--- src/rtl/rtcpre_pkg.sv ---
package rtcpre_pkg;
  typedef enum logic [1:0] {
    MODE_CAL   = 2'b00,
    MODE_BIN   = 2'b01,
    MODE_MIX_A = 2'b10,
    MODE_MIX_B = 2'b11
  } tick_mode_e;

  // Counter runs without reload in binary and mixed modes
  function automatic logic mode_free_running(input logic [1:0] m);
    return m != MODE_CAL;
  endfunction

  // Calendar stays functional in every mode except binary
  function automatic logic mode_calendar_on(input logic [1:0] m);
    return m != MODE_BIN;
  endfunction

  // Mixed modes derive the calendar tick from low-byte roll-under
  function automatic logic mode_mixed(input logic [1:0] m);
    return m[1];
  endfunction
endpackage

--- src/rtl/rtcpre_cfg_shadow.sv ---
module rtcpre_cfg_shadow #(
  parameter int ADIV_W   = 7,
  parameter int SDIV_W   = 15,
  parameter int RST_ADIV = 127,
  parameter int RST_SDIV = 255
) (
  input  logic              clk,
  input  logic              rst_n,
  input  logic              load,
  input  logic [ADIV_W-1:0] in_adiv,
  input  logic [SDIV_W-1:0] in_sdiv,
  input  logic [1:0]        in_mode,
  output logic [ADIV_W-1:0] out_adiv,
  output logic [SDIV_W-1:0] out_sdiv,
  output logic [1:0]        out_mode
);
  always_ff @(posedge clk or negedge rst_n) begin
    if (!rst_n) begin
      out_adiv <= ADIV_W'(RST_ADIV);
      out_sdiv <= SDIV_W'(RST_SDIV);
      out_mode <= rtcpre_pkg::MODE_CAL;
    end else if (load) begin
      out_adiv <= in_adiv;
      out_sdiv <= in_sdiv;
      out_mode <= in_mode;
    end
  end
endmodule

--- src/rtl/rtcpre_async_div.sv ---
module rtcpre_async_div #(
  parameter int ADIV_W = 7
) (
  input  logic              clk,
  input  logic              rst_n,
  input  logic              clr,
  input  logic [ADIV_W-1:0] limit,
  output logic              evt,
  output logic              tick
);
  logic [ADIV_W-1:0] cnt;

  assign evt = !clr && (cnt == limit);

  always_ff @(posedge clk or negedge rst_n) begin
    if (!rst_n) begin
      cnt  <= '0;
      tick <= 1'b0;
    end else begin
      tick <= evt;
      if (clr || evt) cnt <= '0;
      else            cnt <= cnt + ADIV_W'(1);
    end
  end
endmodule

--- src/rtl/rtcpre_subsec_ctr.sv ---
module rtcpre_subsec_ctr #(
  parameter int SUB_W    = 32,
  parameter int SDIV_W   = 15,
  parameter int ROLL_W   = 8,
  parameter int RST_SDIV = 255
) (
  input  logic              clk,
  input  logic              rst_n,
  input  logic              load,
  input  logic [1:0]        load_mode,
  input  logic [SDIV_W-1:0] load_sdiv,
  input  logic              step,
  input  logic [1:0]        run_mode,
  input  logic [SDIV_W-1:0] run_sdiv,
  output logic [SUB_W-1:0]  count,
  output logic              reload_evt,
  output logic              roll_evt,
  output logic              cal_tick
);
  import rtcpre_pkg::*;

  localparam logic [SUB_W-1:0] ONE = SUB_W'(1);

  logic run_free;
  logic at_zero;

  assign run_free   = mode_free_running(run_mode);
  assign at_zero    = (count == '0);
  assign reload_evt = step && !load && !run_free && at_zero;
  assign roll_evt   = step && !load && mode_mixed(run_mode) &&
                      (count[ROLL_W-1:0] == '0);

  always_ff @(posedge clk or negedge rst_n) begin
    if (!rst_n) begin
      count    <= SUB_W'(RST_SDIV);
      cal_tick <= 1'b0;
    end else if (load) begin
      count    <= mode_free_running(load_mode) ? '0 : SUB_W'(load_sdiv);
      cal_tick <= 1'b0;
    end else if (step) begin
      if (reload_evt) count <= SUB_W'(run_sdiv);
      else            count <= count - ONE;
      cal_tick <= reload_evt || roll_evt;
    end else begin
      cal_tick <= 1'b0;
    end
  end
endmodule

--- src/rtl/rtcpre_timebase.sv ---
module rtcpre_timebase #(
  parameter int ADIV_W   = 7,
  parameter int SDIV_W   = 15,
  parameter int SUB_W    = 32,
  parameter int ROLL_W   = 8,
  parameter int RST_ADIV = 127,
  parameter int RST_SDIV = 255
) (
  input  logic              clk,
  input  logic              rst_n,
  input  logic              init,
  input  logic [ADIV_W-1:0] cfg_adiv,
  input  logic [SDIV_W-1:0] cfg_sdiv,
  input  logic [1:0]        cfg_mode,
  output logic              apre_tick,
  output logic              spre_tick,
  output logic [SUB_W-1:0]  subsec,
  output logic              cal_en
);
  import rtcpre_pkg::*;

  logic [ADIV_W-1:0] adiv_q;
  logic [SDIV_W-1:0] sdiv_q;
  logic [1:0]        mode_q;
  logic              apre_evt;
  logic              reload_evt;
  logic              roll_evt;

  rtcpre_cfg_shadow #(
    .ADIV_W(ADIV_W), .SDIV_W(SDIV_W),
    .RST_ADIV(RST_ADIV), .RST_SDIV(RST_SDIV)
  ) u_shadow (
    .clk(clk), .rst_n(rst_n), .load(init),
    .in_adiv(cfg_adiv), .in_sdiv(cfg_sdiv), .in_mode(cfg_mode),
    .out_adiv(adiv_q), .out_sdiv(sdiv_q), .out_mode(mode_q)
  );

  rtcpre_async_div #(.ADIV_W(ADIV_W)) u_adiv (
    .clk(clk), .rst_n(rst_n), .clr(init), .limit(adiv_q),
    .evt(apre_evt), .tick(apre_tick)
  );

  rtcpre_subsec_ctr #(
    .SUB_W(SUB_W), .SDIV_W(SDIV_W), .ROLL_W(ROLL_W), .RST_SDIV(RST_SDIV)
  ) u_sub (
    .clk(clk), .rst_n(rst_n),
    .load(init), .load_mode(cfg_mode), .load_sdiv(cfg_sdiv),
    .step(apre_evt), .run_mode(mode_q), .run_sdiv(sdiv_q),
    .count(subsec), .reload_evt(reload_evt), .roll_evt(roll_evt),
    .cal_tick(spre_tick)
  );

  assign cal_en = mode_calendar_on(mode_q);
endmodule

--- config.mk ---
export PLATFORM = sky130hd
export DESIGN_NAME = rtcpre_timebase
export DESIGN_NICKNAME = d
export VERILOG_FILES = /design/src/rtl/rtcpre_pkg.sv /design/src/rtl/rtcpre_cfg_shadow.sv /design/src/rtl/rtcpre_async_div.sv /design/src/rtl/rtcpre_subsec_ctr.sv /design/src/rtl/rtcpre_timebase.sv
export SDC_FILE = /design/constraint.sdc
export NUM_CORES = 1
export LEC_CHECK = 0
export ABC_AREA = 1
export BUFFER_PORTS_ARGS = -buffer_cell sky130_fd_sc_hd__buf_2
export CORE_ASPECT_RATIO = 1.75
export CORE_MARGIN = 1.5
export CORE_UTILIZATION = 60
export CTS_CLUSTER_DIAMETER = 200
export DETAILED_ROUTE_END_ITERATION = 10
export GPL_TIMING_DRIVEN = 0
export PLACE_DENSITY = 0.84
export SLEW_MARGIN = 10
export SYNTH_ARGS = -nofsm -noshare
export SYNTH_HDL_FRONTEND = slang
export SYNTH_SLANG_ARGS = --single-unit
--- constraint.sdc ---
create_clock -name clk -period 5.4 [get_ports clk]
set_input_delay 0 -clock clk [delete_from_list [all_inputs] [get_ports clk]]
set_output_delay 0 -clock clk [all_outputs]
set_load 0.01 [all_outputs]
# Word level (Yosys, flattened, before mapping)
# Cells that the tools add are included.
[word_totals]
reg_bits = 65
input_bits = 27
wordCells = 33
[op_classes]
n_addsub = 2
n_eq_ne = 2
n_mux = 7
n_reduce_logical = 15
[op_table]
columns = ["op", "count"]
rows = [
  ["$mux 32", 3],
  ["$logic_not 32->1", 1],
  ["$sub 32x1->32 const B", 1],
  ["$mux 15", 1],
  ["$logic_not 8->1", 1],
  ["$add 7x1->7 const B", 1],
  ["$eq 7x7->1", 1],
  ["$mux 7", 1],
  ["$logic_and 1x1->1", 6],
  ["$reduce_bool 2->1", 3],
  ["$logic_not 1->1", 2],
  ["$logic_or 1x1->1", 2],
  ["$mux 1", 2],
  ["$ne 2x1->1 const B", 1],
]

# Depth between registers and ports, before layout
# Gate-level depths: netlist (run 1).
[depth]
word_depth = 8
ltp_mapped = 13
ltp_nobuf = 12

# By module
# From an unflattened synthesis (run 1), not the netlist that was laid out.
[hier_totals]
cells_unflattened = 562
area_unflattened_um2 = 4060.1
[modules_own_cells]
columns = ["mod", "instances", "cells_per_inst", "area_each_um2"]
rows = [
  ["rtcpre_subsec_ctr", 1, 387, 2571.2],
  ["rtcpre_cfg_shadow", 1, 102, 993.5],
  ["rtcpre_async_div", 1, 71, 488.0],
  ["rtcpre_timebase", 1, 2, 7.5],
]

# Worst setup path before layout (run 1)
# OpenSTA, ideal clock, no wires.
[synth_path]
path_kind = "register to register"
from = "register u_sub.count[0]"
to = "register u_sub.count[20]"
arrival_time_ns = 1.628
slack_ns = 3.643
stages_incl_launch_ff = 9
path_buffers = 1
synth_period_minus_slack_ns = 1.757
cell_sequence = "dfstp_2 > inv_1 > ha_1 > nand2_1 > nor2_4 > nand3_2 > o21ai_2 > buf_2 > o22ai_1"
[synth_between]
elab_chain_len = 5
[synth_lines]
columns = ["element", "line", "rtl"]
rows = [
  ["start, declared", "rtcpre_subsec_ctr.sv:15", "output logic [SUB_W-1:0] count,"],
  ["start signal, assigned", "rtcpre_subsec_ctr.sv:35", "count <= SUB_W'(RST_SDIV);"],
  ["start signal, assigned", "rtcpre_subsec_ctr.sv:38", "count <= mode_free_running(load_mode) ? '0 : SUB_W'(load_sdiv);"],
  ["start signal, assigned", "rtcpre_subsec_ctr.sv:41", "if (reload_evt) count <= SUB_W'(run_sdiv);"],
  ["branches (longest 2 deep; another with $sub 32x1->32)", "n/a", ""],
  ["$mux 32 (*)", "rtcpre_subsec_ctr.sv:41", ""],
  ["$mux 32 (*)", "rtcpre_subsec_ctr.sv:40", "end else if (step) begin"],
  ["$mux 32 (*)", "rtcpre_subsec_ctr.sv:37", "end else if (load) begin"],
]
# Mark *: on every way between the ends. The select of a mux whose other input is x is not followed.
# A chain may end at the register's enable or synchronous reset.

# Worst setup path after layout (run 1)
[layout_path]
from = "register u_sub.count[0]"
to = "register u_sub.count[13]"
# Same word-level chain as after synthesis.

==> results.json, run 1 <==
{
  "slew_headroom_pct": 44.89,
  "syn_area_per_cell_sq_um": 7.495,
  "ys_ff_latch": 65,
  "hold_ws_ns": 0.09671,
  "wl_microns": 10170,
  "required_ns": 5.65,
  "status": "completed",
  "area_growth_pct": 21.94,
  "synth_cell_types": 32,
  "min_to": "u_shadow.out_sdiv[4]",
  "numPortBuffers": 60,
  "die-width_microns": 62.92,
  "grt_use_total_pct": 32.56,
  "slew_violations": 0,
  "vias_per_cell": 5.412,
  "final-setup-viol-count": 0,
  "worstHoldStart": "init",
  "antenna_left": 0,
  "cts.sinks": 65,
  "drt_iter0_drc": 296,
  "globalplace.congestion": 0.9591,
  "criticalPathCategory": "reg2reg",
  "r2r_start": "u_sub.count[0]",
  "rsz0062_at_grt": "no",
  "ff2ff_path_depth": 11,
  "r2r-end": "u_sub.count[13]",
  "cp-end-kind": "register",
  "path_max_fanout": 6,
  "synthArstFlopShare_pct": 100.0,
  "syn_inst": 503,
  "fmax_mhz": 450.3,
  "vias": 3702,
  "initial_utilization_pct": 61.46,
  "r2r_setup_slack_ns": 3.18,
  "final_area_sq_um": 4597,
  "yosys_warnings": 0,
  "skew_ns": 0.006698,
  "gr-total-overflow": 0,
  "wl_met3_microns": 575,
  "finalHoldViolCount": 0,
  "syn_nets": 532,
  "worst_hold_path.num_cells": 3,
  "clock_latency_ns": 0.36,
  "clock_path_buffers": 2,
  "cts_buffers": 9,
  "cts_tree": "built",
  "drcViolationCount": 0,
  "tightest_slew_ns": 0.8267,
  "grt_start_max_net_pins": 66,
  "fin_ws_ns": 3.179,
  "pre_cts_ws_ns": 3.210,
  "start_kind": "register",
  "placed_area_sq_um": 4173,
  "cap_viol_max_count": 0,
  "root_buffer": "clkbuf_8",
  "wl_per_cell_microns": 14.87,
  "ir_drop_uv": 173.9,
  "grt_pass1_wl_microns": 16740,
  "fin_nets": 628,
  "dp_hpwl_microns": 7292,
  "grt_pass1_vias": 3686,
  "hold_path.class": "in2reg",
  "p_leak_nw": 2.323,
  "htreeDepth": 3,
  "crit_arrival_ns": 2.47,
  "synth_edf_count": 0,
  "drive_gt1_share_pct": 20.86,
  "die_h_microns": 107.9,
  "rows": 38,
  "wl_met2_microns": 5499,
  "top_layer": "met4",
  "synthFlopType": "dfrtp_1",
  "p_per_area_nw_per_um2": 256.6,
  "die-area_sq_um": 6787,
  "tns_ns": 0,
  "coreArea_sq_um": 6133,
  "wl_met1_microns": 3477,
  "layout_min_cycle_time_ns": 2.221,
  "timing.final.crit_share_pct": 41.12,
  "synth_area_sq_um": 3770,
  "antenna_found_initial": 0,
  "ioPinCount": 62,
  "firstDrtPassIters": 4,
  "yosysSeqAreaShare_pct": 43.91,
  "antenna_cells": 0,
  "post_cts_buffers": 0,
  "clk_pin_slew_worst_paths_ns": 0.07
}
[critical path, cell delays in order, from the launching register on]
cell     delay, ns
dfstp_2       0.38
inv_1         0.12
ha_1          0.25
nand2_1       0.12
nor2_4        0.26
nand3_2       0.20
nor3_4        0.20
nand2_2       0.15
nand2_1       0.18
nor2_1        0.06
nor2_1        0.13
nor2_1        0.06
[synth_stat cells (6+ instances only)]
library cell | number | area share (%)
nand2_1 | 128 | 13
o21ai_0 | 23 | 3.1
nand3_1 | 37 | 4.9
xnor2_1 | 6 | 1.4
o22ai_1 | 8 | 1.3
nor3_1 | 6 | 0.80
dfstp_2 | 23 | 16
dfrtp_1 | 42 | 28
o21ai_1 | 7 | 0.93
inv_1 | 55 | 5.5
nor2_1 | 77 | 7.7
clkbuf_1 | 8 | 0.80
xor2_1 | 23 | 5.3
a21oi_1 | 13 | 1.7
[per-layer routing]
metal | vias up | GRT usage [%]
met4 | 0 | 25.56
met3 | 52 | 7.218
li1 | 1792 | -
met1 | 1723 | 30.97
met2 | 135 | 59.04
met5 | - | 0
[timing repair]
action | 4_1_cts | 5_1_grt
gates resized for setup | 0 | 0
hold buffers | 25 | 0
endpoints found under the hold margin | 69 | 0
[layout make-up]
type | count | area [sq um]
Clock inverter | 3 | 15.01
Sequential cell | 65 | 1655
Clock buffer | 13 | 158.9
Timing Repair Buffer | 85 | 553.0
Buffer | 15 | 76.32
Fill cell | 451 | 1536
Tap cell | 80 | 100.1
Multi-Input combinational cell | 365 | 1821
Inverter | 58 | 217.7
[report_power, final]
group	total, mW	leakage, nW	switching, mW	internal [mW]
Sequential	0.576	0.794	0.0384	0.538
Clock	0.379	0.0932	0.190	0.190
Combinational	0.224	1.44	0.136	0.0875
Total	1.18	2.32	0.364	0.815
[metrics by stage]
stage               power [mW]  std cells  utilization [%]
floorplan               0.7125        503                -
global route             1.236        684            74.95
detailed placement      0.7903        643            68.03
finish                   1.179        684            74.95
CTS                      1.181        684            74.95
global placement        0.7821        643            67.99
[logic make-up after synthesis]
logic type | Yosys count | synth area share [%]
compound gates | 58 | 8.331
xor+xnor | 29 | 6.737
fa+ha+maj | 2 | 0.6637
buf+inv | 73 | 7.799
flops | 65 | 43.91
simple gates | 276 | 32.56
[worst max-delay path by stage]
stage,cells past startpoint,from,to,slack [ns]
after floorplan,8,u_sub.count[0],u_sub.count[20],3.64
after global placement,11,u_sub.count[0],u_sub.count[13],3.23
after detailed placement,11,u_sub.count[0],u_sub.count[13],3.21
after CTS,11,u_sub.count[0],u_sub.count[13],3.20
after global routing,11,u_sub.count[0],u_sub.count[13],2.98
final,11,u_sub.count[0],u_sub.count[13],3.18
[layout by cell type, fill, tap and decap left out, types with 2 or more instances in the layout]
| cell type | count |
|---|---|
| a21oi_1 | 13 |
| a31oi_1 | 5 |
| buf_2 | 63 |
| buf_6 | 2 |
| clkbuf_1 | 10 |
| clkbuf_8 | 11 |
| clkinv_1 | 2 |
| clkinv_2 | 3 |
| dfrtp_1 | 42 |
| dfstp_2 | 23 |
| dlygate4sd3_1 | 25 |
| ha_1 | 2 |
| inv_1 | 55 |
| nand2_1 | 128 |
| nand2_2 | 3 |
| nand3_1 | 37 |
| nand3_2 | 4 |
| nand4_1 | 5 |
| nor2_1 | 77 |
| nor2_2 | 5 |
| nor2_4 | 5 |
| nor3_1 | 6 |
| nor3_4 | 2 |
| nor4_1 | 2 |
| o21ai_0 | 23 |
| o21ai_1 | 7 |
| o22ai_1 | 8 |
| xnor2_1 | 6 |
| xor2_1 | 23 |
[sequential cells by signal, indices dropped and copies added, names as in the netlist]
| register | cells |
|---|---|
| u_shadow.out_sdiv | 15 |
| u_sub.count | 32 |
| u_adiv.tick | 1 |
| u_sub.cal_tick | 1 |
| u_shadow.out_adiv | 7 |
| u_shadow.out_mode | 2 |
| u_adiv.cnt | 7 |
Power figures use the tool's default switching activity.
==> run 2, diff against run 1 <==
CORE_UTILIZATION = 51   (was 60)
PLACE_DENSITY = 0.76   (was 0.84)
clock period = 1.95 ns   (was 5.4 ns; I/O delays follow)
==> run 2 against run 1 <==
  * Maximum frequency rose by 17%
  * Sequential share of layout area fell by 2.7 points
  * Combinational power rose to 3.0 times the previous value
  * Total power rose to 3.3 times the previous value
  * Final area rose by 8.4%
  * Count of clock-buffer cells in the layout rose by 1
  * Routed wire length rose by 6.4%
==> results.json, run 2 (synthesis gave the netlist of run 1 again) <==
{
  "cpMostUsedCell": "nand2_1",
  "grt_pass1_vias": 3631,
  "initial_utilization_pct": 52.49,
  "coreArea_sq_um": 7182,
  "drive_gt1_share_pct": 26.66,
  "fin_util_pct": 69.37,
  "final_area_sq_um": 4982,
  "crit_arrival_ns": 2.19,
  "die_h_microns": 116.7,
  "antenna_left": 0,
  "die-width_microns": 67.99,
  "status": "completed",
  "fmax_mhz": 526.6,
  "crit_slowest_cell": "dfrtp_1",
  "die-area_sq_um": 7937,
  "final-setup-viol-count": 0,
  "htreeDepth": 3,
  "power_switching_mw": 1.105,
  "hold_path.class": "in2reg",
  "clock_latency_ns": 0.34,
  "cap_viol_max_count": 0,
  "p_leak_nw": 2.507,
  "seqPwrFrac_pct": 41.7,
  "dp_hpwl_microns": 7403,
  "cts.sinks": 65,
  "root_buffer": "clkbuf_16",
  "area_growth_pct": 32.16,
  "layout_min_cycle_time_ns": 1.899,
  "p_int_mw": 2.755,
  "p_comb_share_pct": 17.4,
  "grt_pass1_wl_microns": 16360,
  "wl_per_cell_microns": 15.35,
  "mostFrequentLayoutCell": "nand2_1",
  "slew_headroom_pct": 45.89,
  "timing.final.crit_share_pct": 97.38,
  "drt_iter0_drc": 185,
  "cts_tree": "built",
  "antenna_found_initial": 0,
  "fin_nets": 643,
  "wl_microns": 10820,
  "crit_chain": "nor2_2 > inv_1 > nor2_1 > nand3_2 > nor3_4 > buf_6 > buf_6 > nand3_2 > nand2_1 > inv_1 > nand2_1 > nand2_1 > nand2_1",
  "path_max_fanout": 6,
  "top_regs": "u_sub.count: 32 flops, u_shadow.out_sdiv: 15 flops",
  "tightest_slew_ns": 0.8116,
  "top_register": "u_sub.count",
  "firstDrtPassIters": 5,
  "grt_use_total_pct": 28.36,
  "drcViolationCount": 0,
  "ioPinCount": 62,
  "clock_path_buffers": 2,
  "antenna_cells": 0,
  "sw_frac_of_total_pct": 28.63,
  "clk_pin_slew_worst_paths_ns": 0.06,
  "criticalPathCategory": "reg2reg",
  "rsz0062_at_grt": "yes",
  "gr-total-overflow": 0,
  "globalplace.congestion": 0.9013,
  "rows": 41,
  "cp-end-kind": "register",
  "power_mw": 3.860,
  "ir_drop_uv": 574.8,
  "vias": 3752,
  "required_ns": 2.24,
  "r2r_setup_slack_ns": 0.05,
  "p_clk_share_pct": 40.9,
  "critPathBufInv": 4,
  "slew_violations": 0,
  "finalHoldViolCount": 0,
  "fill_cells": 574,
  "p_per_area_nw_per_um2": 774.7,
  "placed_area_sq_um": 4180,
  "start_kind": "register",
  "largest_reg_flops": 32,
  "skew_ns": 0.006785,
  "cts_buffers": 9,
  "critPathTopFamily": "simple AND/OR/NAND/NOR gates",
  "mostFrequentLayoutCells": "nand2_1, nor2_1, buf_2",
  "cpPeakStageDelay_ns": 0.46,
  "grt_start_max_net_pins": 66,
  "vias_per_cell": 5.322,
  "numPortBuffers": 60
}
[run 2: cell types whose count changed in the layout (fill, tap and decap cells not counted), moves of 3 or more]
| cell | delta |
|---|---|
| clkbuf_8 | -7 |
| nor2_2 | +6 |
| nor2_1 | -9 |
| nor2_4 | +3 |
| clkbuf_16 | +9 |
| buf_4 | +15 |
[run 2: worst paths after layout]
kind,from,endpoint,cells after the start
hold / removal,init,u_shadow.out_sdiv[4],3
max in group asynchronous,rst_n,u_sub.count[19],2
min in group asynchronous,rst_n,u_sub.count[26],2
setup reg to reg,u_sub.count[24],u_sub.count[7],13
setup / recovery,u_sub.count[24],u_sub.count[7],13
hold reg to reg,u_shadow.out_sdiv[1],u_shadow.out_sdiv[1],2
[run 2: power groups by stage]
stage                     sequential, mW  clock [mW]  combinational (mW)
after CTS                           1.60        1.58               0.636
final                               1.61        1.58               0.672
after global routing                1.62        1.62               0.756
after global placement              1.61           0               0.560
after detailed placement            1.62           0               0.573
after floorplan                     1.61           0               0.359
[run 2: worst min-delay path: stages]
cell and delay [ns]:
clkbuf_1 0.22, nand2_1 0.14, nand2_1 0.06
[run 2: final cells by class]
| class | instances | area (sq um) | area share [%] |
|---|---|---|---|
| repair buffers | 100 | 679.4 | 13.64 |
| plain buffers | 15 | 85.08 | 1.708 |
| clock buffers | 14 | 284.0 | 5.701 |
| multi-input cells | 365 | 1932 | 38.77 |
| well taps | 86 | 107.6 | 2.160 |
| inverters | 58 | 226.5 | 4.545 |
| flip-flops and latches | 65 | 1658 | 33.27 |
| clock inverters | 2 | 10.01 | 0.2009 |
[run 2: through the flow]
stage          setup TNS, ns  cells  hold WS, ns  setup slack [ns]
2_1_floorplan              0    503      -0.2956            0.1930
3_3_place_gp          -2.698    649       0.2093           -0.1832
3_5_place_dp          -3.556    649       0.1469           -0.2273
4_1_cts                    0    694      0.08975           0.01095
5_1_grt             -0.09432    705       0.1388          -0.03061
6_report                   0    705      0.07494           0.05116
[run 2: metal layers]
metal / GRT usage [%] / vias to the layer above / part of all wire, %
met3: 6.455 / 43 / 4.1
met5: 0 / - / 0
li1: - / 1818 / -
met2: 52.88 / 133 / 55
met4: 16.67 / 0 / 5.9
met1: 26.92 / 1758 / 35
[run 2: timing repair]
action	4_1_cts	5_1_grt
setup endpoints to repair	30	35
pin swaps	4	7
hold buffers	25	0
setup buffers	4	10
gates resized for setup	13	25
hold endpoints to repair	66	0
gates cloned	0	1
==> run 3, diff against run 2 <==
ABC_AREA = default   (was 1)
CORE_MARGIN = default   (was 1.5)
PLACE_DENSITY = 0.77   (was 0.76)
==> run 3 against run 2 <==
  * The flow now finishes with violations (negative setup slack)
  * Worst setup slack lost 0.76 ns
  * Non-clock buffer count increased by 27
  * Combinational power rose by 31%
  * Routed wire length increased by 22%
  * Clock skew about the same
  * Sequential power about the same
  * Via count grew 3.1%
  * Total power grew 13%
  * Die area fell by 8.0%
  * Sequential cell count did not move
  * Final cell count shrank 19%
  * Synthesized cell count shrank 31%
  * Critical endpoint is now u_sub.count[23]
  * Largest cell class unchanged
  * Highest routed layer unchanged
==> results.json, run 3 <==
{
  "status": "finished, violations left",
  "failed_checks": "negative setup slack",
  "placed_area_sq_um": 4001,
  "slew_headroom_pct": 42.29,
  "syn_nets": 378,
  "power_mw": 4.378,
  "required_ns": 2.21,
  "ioPinCount": 62,
  "slew_violations": 0,
  "mostFrequentLayoutCell": "buf_2",
  "tns_ns": -15.24,
  "cap_viol_max_count": 0,
  "crit_slowest_cell": "or4_4",
  "final_area_sq_um": 5293,
  "final-setup-viol-count": 34,
  "rsz0062_at_grt": "yes",
  "syn_inst": 349,
  "antenna_found_initial": 0,
  "finalHoldViolCount": 0,
  "synthArstFlopShare_pct": 100.0,
  "ir_drop_uv": 747.4,
  "cts_buffers": 9,
  "firstDrtPassIters": 6,
  "antenna_left": 0,
  "skew_ns": 0.006855,
  "clock_latency_ns": 0.34,
  "grt_use_total_pct": 36.46,
  "r2r_start": "u_sub.count[6]",
  "root_buffer": "clkbuf_16",
  "path_max_fanout": 10,
  "drive_gt1_share_pct": 46.41,
  "antenna_cells": 0,
  "clock_path_buffers": 2,
  "crit_chain": "nor3_1 > nand4_1 > clkbuf_1 > or4_4 > or4_4 > o21ai_2",
  "layout_min_cycle_time_ns": 2.660,
  "worst_hold_path.num_cells": 3,
  "largest_reg_flops": 32,
  "htreeDepth": 3,
  "synth_top_cell_by_area": "dfrtp_1",
  "area_growth_pct": 49.26,
  "vias_per_cell": 6.798,
  "drt_iter0_drc": 432,
  "die-width_microns": 65.03,
  "ys_ff_latch": 65,
  "criticalPathCategory": "reg2reg",
  "coreArea_sq_um": 6636,
  "fill_cells": 420,
  "crit_arrival_ns": 2.92,
  "cts_tree": "built",
  "initial_utilization_pct": 53.43,
  "fmax_mhz": 375.9,
  "wl_microns": 13150,
  "die_h_microns": 112.3,
  "tightest_slew_ns": 0.8657,
  "cpPeakStageDelay_ns": 0.53,
  "yosys-top-cells-count": "dfrtp_1, nor2_1, a31oi_1, dfstp_2, mux2_2",
  "synth_cell_types": 62,
  "cpMostUsedCell": "or4_4",
  "syn_area_per_cell_sq_um": 10.16,
  "synth_area_sq_um": 3546,
  "synth_edf_count": 0,
  "synthFlopType": "dfrtp_1",
  "worst-path-stages": 6,
  "hold_path.class": "in2reg",
  "start_kind": "register",
  "fin_util_pct": 79.75,
  "grt_pass1_wl_microns": 19680,
  "die-area_sq_um": 7303,
  "top_regs": "u_sub.count: 32 flops, u_shadow.out_sdiv: 15 flops",
  "ff2ff_path_depth": 6,
  "drcViolationCount": 0,
  "p_leak_nw": 2.270,
  "globalplace.congestion": 0.9512,
  "vias": 3868,
  "yosysMostFrequentCell": "dfrtp_1",
  "fin_nets": 511,
  "critPathTopFamily": "simple AND/OR/NAND/NOR gates",
  "clk_pin_slew_worst_paths_ns": 0.06,
  "dp_hpwl_microns": 7655,
  "yosys_warnings": 0,
  "yosysSeqAreaShare_pct": 46.68,
  "numPortBuffers": 60,
  "startpoint": "u_sub.count[6]",
  "critPathBufInv": 1,
  "fin_ws_ns": -0.7104,
  "top_register": "u_sub.count",
  "cp-end-kind": "register",
  "wl_per_cell_microns": 23.11,
  "rows": 39,
  "cts.sinks": 65,
  "grt_pass1_vias": 3721,
  "p_per_area_nw_per_um2": 827.3,
  "yosysTopAreaCellShare_pct": 29.64,
  "worstHoldStart": "init",
  "grt_start_max_net_pins": 66,
  "timing.final.crit_share_pct": 136.4,
  "synth_area_leaders": "dfrtp_1, dfstp_2, mux2_2",
  "gr-total-overflow": 0,
  "mostFrequentLayoutCells": "buf_2, dfrtp_1, buf_4"
}
==> run 3: cell types whose count changed in the layout (fill, tap and decap cells not counted), sizes merged, moves of 11 or more <==
cell / change
nand2: -117
nor2: -63
inv: -49
nand3: -30
buf: +24
mux2: +23
o21ai: -19
a31oi: +18
xor2: -18
or3: +11
==> run 3: metal layers <==
| layer | up-vias | global-route usage (%) | part of all wire [%] |
|---|---|---|---|
| li1 | 1606 | - | - |
| met1 | 1855 | 41.28 | 34 |
| met2 | 305 | 59.93 | 50 |
| met3 | 102 | 9.045 | 8.2 |
| met4 | 0 | 23.19 | 7.5 |
| met5 | - | 0 | 0 |
==> run 3: cells by family after synthesis <==
| group | count (synthesis) | synth area share, % |
|---|---|---|
| compound gates | 90 | 17.43 |
| flops | 65 | 46.68 |
| xor+xnor | 18 | 4.446 |
| simple gates | 119 | 19.09 |
| fa+ha+maj | 2 | 0.7056 |
| mux | 27 | 8.433 |
| buf+inv | 28 | 3.211 |
==> run 3: area by class of cell <==
class                           count  area [sq um]  area share [%]
Sequential cell                    65          1660           31.37
Clock buffer                       10         239.0           4.515
Tap cell                           82         102.6           1.939
Timing Repair Buffer              125         929.6           17.57
Multi-Input combinational cell    256          2113           39.93
Buffer                             17         108.9           2.057
Inverter                            8         33.78          0.6383
Clock inverter                      6         105.1           1.986
==> run 3: worst min-delay path: cells and delay by family <==
| kind | cells | cell delay (ns) |
|---|---|---|
| buf+inv | 1 | 0.22 |
| simple gates | 1 | 0.22 |
| compound gates | 1 | 0.10 |
==> run 3: final timing paths <==
path	end	slack [ns]
max reg2reg	u_sub.count[23]	-0.71
min	u_shadow.out_sdiv[10]	0.24
min in group asynchronous	u_sub.count[29]	0.29
max in group asynchronous	u_sub.count[12]	1.01
min reg2reg	u_sub.count[5]	0.52
max	u_sub.count[23]	-0.71
==> run 3: timing repair <==
action | 4_1_cts | 5_1_grt
resized for setup | 49 | 45
setup endpoints to repair | 41 | 41
setup buffers | 26 | 11
pin swaps | 10 | 28
endpoints found under the hold margin | 76 | 0
hold buffers | 25 | 0
gates cloned | 1 | 2
==> run 3: power breakdown <==
part	total (mW)	switching, mW	internal (mW)
Clock	1.89	0.611	1.28
Sequential	1.61	0.124	1.49
Combinational	0.879	0.471	0.408
Total	4.38	1.21	3.17
==> run 3: per-stage QoR <==
stage | hold slack, ns | cells | setup slack [ns]
after global placement | 0.2182 | 491 | -1.180
after floorplan | -0.2956 | 349 | -0.6359
final | 0.2398 | 569 | -0.7104
after CTS | 0.2245 | 558 | -0.6216
after detailed placement | 0.1521 | 491 | -1.237
after global routing | 0.2838 | 569 | -0.7136
